$ cat config.mk
export PLATFORM = sky130hd
export DESIGN_NAME = alu_flag_unit
export DESIGN_NICKNAME = d
export VERILOG_FILES = /design/src/rtl/afg_pkg.sv /design/src/rtl/afg_arith.sv /design/src/rtl/afg_status.sv /design/src/rtl/alu_flag_unit.sv
export SDC_FILE = /design/constraint.sdc
export NUM_CORES = 1
export LEC_CHECK = 0
export BUFFER_PORTS_ARGS = -buffer_cell sky130_fd_sc_hd__buf_2
export CAP_MARGIN = 20
export CORE_MARGIN = 4
export CORE_UTILIZATION = 35
export DETAILED_ROUTE_END_ITERATION = 8
export GPL_TIMING_DRIVEN = 0
export PLACE_DENSITY = 0.65
export SETUP_SLACK_MARGIN = 0.02
export SLEW_MARGIN = 25
export SYNTH_ARGS = -nofsm -noshare
export SYNTH_HDL_FRONTEND = slang
export SYNTH_SLANG_ARGS = --single-unit
$ cat constraint.sdc
create_clock -name clk -period 3.2 [get_ports clk]
set_clock_uncertainty 0.15 [all_clocks]
set_input_delay 0 -clock clk [delete_from_list [all_inputs] [get_ports clk]]
set_output_delay 0 -clock clk [all_outputs]
set_load 0.02 [all_outputs]
$ cat src/rtl/afg_pkg.sv
package afg_pkg;
    localparam int WORD_W = 16;
    localparam int BYTE_W = 8;
    localparam int NIB_W  = 4;
    localparam int CTL_N  = 3;

    localparam int BIT_CF  = 0;
    localparam int BIT_ONE = 1;
    localparam int BIT_PF  = 2;
    localparam int BIT_AF  = 4;
    localparam int BIT_ZF  = 6;
    localparam int BIT_SF  = 7;
    localparam int BIT_CTL = 8;
    localparam int BIT_OF  = 11;

    typedef enum logic [1:0] {
        OP_ADD = 2'b00,
        OP_SUB = 2'b01,
        OP_AND = 2'b10,
        OP_XOR = 2'b11
    } afg_op_e;

    typedef struct packed {
        logic [CTL_N-1:0] ctl;
        logic             of;
        logic             sf;
        logic             zf;
        logic             af;
        logic             pf;
        logic             cf;
    } afg_flags_t;
endpackage

$ cat src/rtl/afg_arith.sv
module afg_arith
    import afg_pkg::*;
#(
    parameter int W    = WORD_W,
    parameter int HALF = BYTE_W,
    parameter int NIB  = NIB_W
) (
    input  logic [W-1:0] a,
    input  logic [W-1:0] b,
    input  afg_op_e      op,
    input  logic         wide,
    output logic [W-1:0] res,
    output logic         carry,
    output logic         aux,
    output logic         ovf
);
    localparam logic [W-1:0] LOW_MASK = {{(W-HALF){1'b0}}, {HALF{1'b1}}};

    logic [W-1:0]   mask;
    logic [W-1:0]   am;
    logic [W-1:0]   bm;
    logic [W:0]     ext_sum;
    logic [W:0]     ext_dif;
    logic [NIB:0]   nib_sum;
    logic [NIB:0]   nib_dif;
    logic [W:0]     raw;
    logic           a_top;
    logic           b_top;
    logic           r_top;

    always_comb begin
        mask    = wide ? '1 : LOW_MASK;
        am      = a & mask;
        bm      = b & mask;
        ext_sum = {1'b0, am} + {1'b0, bm};
        ext_dif = {1'b0, am} - {1'b0, bm};
        nib_sum = {1'b0, a[NIB-1:0]} + {1'b0, b[NIB-1:0]};
        nib_dif = {1'b0, a[NIB-1:0]} - {1'b0, b[NIB-1:0]};
        raw     = '0;
        carry   = 1'b0;
        aux     = 1'b0;
        unique case (op)
            OP_ADD: begin
                raw   = ext_sum;
                carry = wide ? ext_sum[W] : ext_sum[HALF];
                aux   = nib_sum[NIB];
            end
            OP_SUB: begin
                raw   = ext_dif;
                carry = wide ? ext_dif[W] : ext_dif[HALF];
                aux   = nib_dif[NIB];
            end
            OP_AND: raw = {1'b0, am & bm};
            OP_XOR: raw = {1'b0, am ^ bm};
            default: raw = '0;
        endcase
        res   = raw[W-1:0] & mask;
        a_top = wide ? am[W-1]  : am[HALF-1];
        b_top = wide ? bm[W-1]  : bm[HALF-1];
        r_top = wide ? res[W-1] : res[HALF-1];
        ovf   = 1'b0;
        if (op == OP_ADD) begin
            ovf = (a_top == b_top) && (r_top != a_top);
        end else if (op == OP_SUB) begin
            ovf = (a_top != b_top) && (r_top != a_top);
        end
    end
endmodule

$ cat src/rtl/afg_status.sv
module afg_status
    import afg_pkg::*;
#(
    parameter int W    = WORD_W,
    parameter int HALF = BYTE_W
) (
    input  logic [W-1:0] res,
    input  logic         wide,
    output logic         zero,
    output logic         sign,
    output logic         parity
);
    always_comb begin
        zero   = (res == '0);
        sign   = wide ? res[W-1] : res[HALF-1];
        parity = ~(^res[HALF-1:0]);
    end
endmodule

$ cat src/rtl/alu_flag_unit.sv
module alu_flag_unit
    import afg_pkg::*;
#(
    parameter int W = WORD_W
) (
    input  logic             clk,
    input  logic             rst_n,
    input  logic [W-1:0]     opnd_a,
    input  logic [W-1:0]     opnd_b,
    input  logic [1:0]       op_sel,
    input  logic             wide,
    input  logic             flag_we,
    input  logic [CTL_N-1:0] ctl_set,
    input  logic [CTL_N-1:0] ctl_clr,
    output logic [W-1:0]     result,
    output logic [W-1:0]     flags
);
    afg_op_e    op;
    logic       carry;
    logic       aux;
    logic       ovf;
    logic       zero;
    logic       sign;
    logic       parity;
    afg_flags_t flags_d;
    afg_flags_t flags_q;

    assign op = afg_op_e'(op_sel);

    afg_arith #(.W(W), .HALF(BYTE_W), .NIB(NIB_W)) u_arith (
        .a(opnd_a), .b(opnd_b), .op(op), .wide(wide),
        .res(result), .carry(carry), .aux(aux), .ovf(ovf)
    );

    afg_status #(.W(W), .HALF(BYTE_W)) u_status (
        .res(result), .wide(wide),
        .zero(zero), .sign(sign), .parity(parity)
    );

    always_comb begin
        flags_d = flags_q;
        if (flag_we) begin
            flags_d.cf = carry;
            flags_d.of = ovf;
            flags_d.zf = zero;
            flags_d.sf = sign;
            flags_d.pf = parity;
            if (!op_sel[1]) begin
                flags_d.af = aux;
            end
        end
        for (int k = 0; k < CTL_N; k++) begin
            if (ctl_set[k]) begin
                flags_d.ctl[k] = 1'b1;
            end else if (ctl_clr[k]) begin
                flags_d.ctl[k] = 1'b0;
            end
        end
    end

    always_ff @(posedge clk) begin
        if (!rst_n) begin
            flags_q <= '0;
        end else begin
            flags_q <= flags_d;
        end
    end

    always_comb begin
        flags = '0;
        flags[BIT_ONE] = 1'b1;
        flags[BIT_CF]  = flags_q.cf;
        flags[BIT_PF]  = flags_q.pf;
        flags[BIT_AF]  = flags_q.af;
        flags[BIT_ZF]  = flags_q.zf;
        flags[BIT_SF]  = flags_q.sf;
        flags[BIT_OF]  = flags_q.of;
        for (int k = 0; k < CTL_N; k++) begin
            flags[BIT_CTL+k] = flags_q.ctl[k];
        end
    end

    p_byte_upper_zero_r4: assert property (@(posedge clk) disable iff (!rst_n)
        !wide |-> (result[W-1:BYTE_W] == '0));

    p_zero_flag_r4: assert property (@(posedge clk) disable iff (!rst_n)
        flag_we |=> (flags[BIT_ZF] == ($past(result) == '0)));

    p_parity_low_r5: assert property (@(posedge clk) disable iff (!rst_n)
        flag_we |=> (flags[BIT_PF] == ~(^$past(result[BYTE_W-1:0]))));

    p_logic_clears_r6: assert property (@(posedge clk) disable iff (!rst_n)
        (flag_we && op_sel[1]) |=> (!flags[BIT_CF] && !flags[BIT_OF] && $stable(flags[BIT_AF])));

    p_status_hold_r7: assert property (@(posedge clk) disable iff (!rst_n)
        !flag_we |=> ($stable(flags[BIT_SF:0]) && $stable(flags[BIT_OF])));

    p_ctl_hold_r8: assert property (@(posedge clk) disable iff (!rst_n)
        (ctl_set == '0 && ctl_clr == '0) |=> $stable(flags[BIT_CTL+CTL_N-1:BIT_CTL]));

    p_ctl_set_r8: assert property (@(posedge clk) disable iff (!rst_n)
        ctl_set[0] |=> flags[BIT_CTL]);

    p_fixed_bits_r9: assert property (@(posedge clk) disable iff (!rst_n)
        flags[BIT_ONE] && !flags[3] && !flags[5] && (flags[W-1:BIT_OF+1] == '0));
endmodule

==> impl_metrics.env <==
export IMPL_status="finished clean"
export IMPL_die_y_um=102
export IMPL_grt_max_degree=11
export IMPL_drive_above_1_share=0.312
export IMPL_synth_simple_area_share=0.259
export IMPL_antenna_left=0
export IMPL_relSlewSlack=0.566
export IMPL_whs_ns=0.0675
export IMPL_synth_edf_count=0
export IMPL_synth_compound_area_share=0.299
export IMPL_routed_wl_um=10500
export IMPL_cp_end_kind="output port"
export IMPL_dr_pass1_iters=5
export IMPL_crit_path_start_kind="input pin"
export IMPL_grt_pass1_vias=3502
export IMPL_ioPinCount=76
export IMPL_grt_util_all_layers=0.197
export IMPL_initial_core_util=0.367
export IMPL_synth_area_leaders="ha_1 (15%), a21oi_1 (6.0%), dfxtp_1 (5.9%)"
export IMPL_cts_tree="done"
export IMPL_syn_avg_cell_area_sq_um=6.90
export IMPL_finalSetupViolCount=0
export IMPL_syn_to_final_growth_pct=32.7
export IMPL_grt_pass1_wl_um=16700
export IMPL_drcViolationCount=0
export IMPL_synth_top_family_by_area="compound AO/OA/AOI/OAI gates"
export IMPL_stdcell_area_sq_mm=0.00409
export IMPL_path_clk_slew_ns=0.05
export IMPL_antenna_found_initial=0
export IMPL_cpPeakStageDelay_ns=0.29
export IMPL_hold_path_class="input pin to register"
export IMPL_yosysSeqAreaShare=0.0585
export IMPL_grt_ovfl_total=0
export IMPL_maxSlewViolCount=0
export IMPL_required_ns=3.05
export IMPL_synth_distinct_cells=71
export IMPL_async_flop_share=0
export IMPL_synth_flop_cell="dfxtp_1"
export IMPL_ff2ff_setup_slack_ns=1.33
export IMPL_largest_register_ffs=9
export IMPL_fmax_ghz=0.319
export IMPL_rsz0062_at_grt="yes"
export IMPL_critPathSlowestCell="ha_4"
export IMPL_finalNetCount=626
export IMPL_gp_congestion=0.913
export IMPL_netlist_instances=446
export IMPL_syn_cell_area_sq_mm=0.00308
export IMPL_crit_arrival_ns=2.98
export IMPL_wl_per_cell_um=16.2
export IMPL_synth_top_area_share=0.154
export IMPL_synth_warning_count=0
export IMPL_ir_drop_v=0.000133
export IMPL_leakage_uw=0.00197
export IMPL_path_max_fanout=5
export IMPL_crit_path_cell_trace="buf_4 -> inv_4 -> ha_4 -> buf_4 -> o21bai_4 -> a211oi_2 -> buf_4 -> mux2i_1 -> nor2_1 -> a221oi_4 -> buf_4 -> buf_4 -> buf_4 -> buf_4 -> buf_4 -> buf_4 -> buf_4 -> buf_4 -> buf_4 -> buf_4 -> buf_4 -> inv_1 -> buf_4"
export IMPL_ys_ff_latch=9
export IMPL_rows=33
export IMPL_coreArea_sq_mm=0.00838
export IMPL_synthXorXnorAreaFrac=0.0484
export IMPL_num_antenna_cells=0
export IMPL_yosys_area_top_type="ha_1"
export IMPL_num_vias=3639
export IMPL_crit_top_cell="buf_4"
export IMPL_routed_via_density=5.63
export IMPL_crit_family="buffers and inverters"
export IMPL_cts_htree_levels=1
export IMPL_clock_latency_ns=0.24
export IMPL_port_buffers=64
export IMPL_cts_root_buf="clkbuf_8"
export IMPL_cts_sinks=9
export IMPL_hold_viol_final=0
export IMPL_finalCritPeriodShare=0.979
export IMPL_cellPowerDensity_mw_per_mm2=260
export IMPL_synthMuxAreaShare=0.0475
export IMPL_dieArea_sq_mm=0.0104
export IMPL_fin_crit_ns=3.13
export IMPL_first_iter_violations=341
export IMPL_fp_dieW_um=102
export IMPL_clock_path_buffers=2
export IMPL_cts_buffers_inserted=3
export IMPL_synth_fa_ha_area_frac=0.177
export IMPL_drv_cap=0
export IMPL_hpwl_um=8070
export IMPL_placed_area_sq_mm=0.00357
export IMPL_path_buf_inv=17
export IMPL_tightest_slew_ns=0.648
export IMPL_crit_type="input pin to output port"
[area by class of cell]
| cell class | instances | area [sq um] |
|---|---|---|
| fillers | 840 | 4300 |
| multi-input cells | 367 | 2780 |
| repair buffers | 91 | 567 |
| plain buffers | 30 | 225 |
| flip-flops and latches | 9 | 180 |
| inverters | 40 | 155 |
| well taps | 105 | 131 |
| clock buffers | 4 | 45.0 |
[what timing repair did]
item / CTS / global route
pin swaps: 13 / 9
hold buffers: 8 / 0
resized for setup: 36 / 43
buffers inserted: 14 / 5
setup endpoints to repair: 12 / 7
endpoints found under the hold margin: 6 / 0
[worst register-to-register path: cells and delay by family (launching register included)]
kind                   cells  cell delay (ns)
AND/OR/NAND/NOR            1             0.04
buffers and inverters      2             1.13
AO/OA/AOI/OAI              1             0.13
flip-flops                 1             0.30
[Yosys cell counts, types with 4 or more instances]
master,count
buf_2,7
a211oi_1,9
nand2b_1,14
xnor2_1,12
nor2_1,42
nand3_1,8
a221oi_1,7
o221ai_1,4
buf_4,9
clkbuf_1,15
nor2b_1,9
a21o_1,6
o21bai_1,7
o21ai_0,24
nand3b_1,4
a31oi_1,7
nand2_1,30
a21oi_1,37
and2_1,10
mux2i_1,9
nor3_1,12
and3_1,7
inv_1,40
ha_1,38
xor2_1,5
dfxtp_1,9
[worst paths after layout]
path                               start                      to  cells after the start
setup / recovery               opnd_b[2]               result[4]                     23
hold / removal                opnd_a[15]  flags[11]$_SDFFE_PN0P_                      4
setup reg to reg  flags[10]$_SDFFE_PN0P_  flags[10]$_SDFFE_PN0P_                      4
hold reg to reg    flags[4]$_SDFFE_PN0P_   flags[4]$_SDFFE_PN0P_                      2
[placed cells by master (no fill, tap or decap), types with 7 or more instances in the layout]
cell           count
dfxtp_1            9
nand2_1           28
dlygate4sd3_1      8
nand3_1            7
nor2_1            40
xnor2_1           12
nor3_1            11
buf_4             33
nand2b_1          14
and2_1            10
mux2i_1            9
ha_1              33
a21oi_1           31
and3_1             7
nor2b_1            8
conb_1             7
inv_1             36
buf_2             63
o21ai_0           20
[stage by stage]
stage                     setup TNS, ns  power, uW  std cells  utilization  setup slack [ns]
after detailed placement          -6.43        803        620        0.426             -1.04
final                                 0       1060        646        0.487            0.0675
after CTS                             0       1010        644        0.469           0.00635
after floorplan                       0        625        451            -            0.0205
after global placement            -6.56        789        620        0.426             -1.08
after global routing             -0.197       1150        646        0.487           -0.0914
[report_power, final]
group	internal, uW	switching, uW	total (uW)
Clock	87.1	49.1	136
Sequential	124	5.45	130
Combinational	352	443	795
Total	564	497	1060
[cell families after synthesis]
logic type,count (synthesis)
xor gates and xnor gates,17
other,2
AOI/OAI and AO/OA,133
buffers and inverters,75
adders and majority gates,43
DFF,9
and+or+nand+nor,154
muxes,13
[metal layers]
layer	track usage	part of all wire	vias to the layer above	routed length, um
met4	0.0389	0.016	0	164
li1	-	-	1764	-
met5	0	0	-	0
met1	0.264	0.45	1684	4690
met2	0.330	0.46	168	4800
met3	0.0365	0.078	23	813
(Power assumes the default switching activity.)
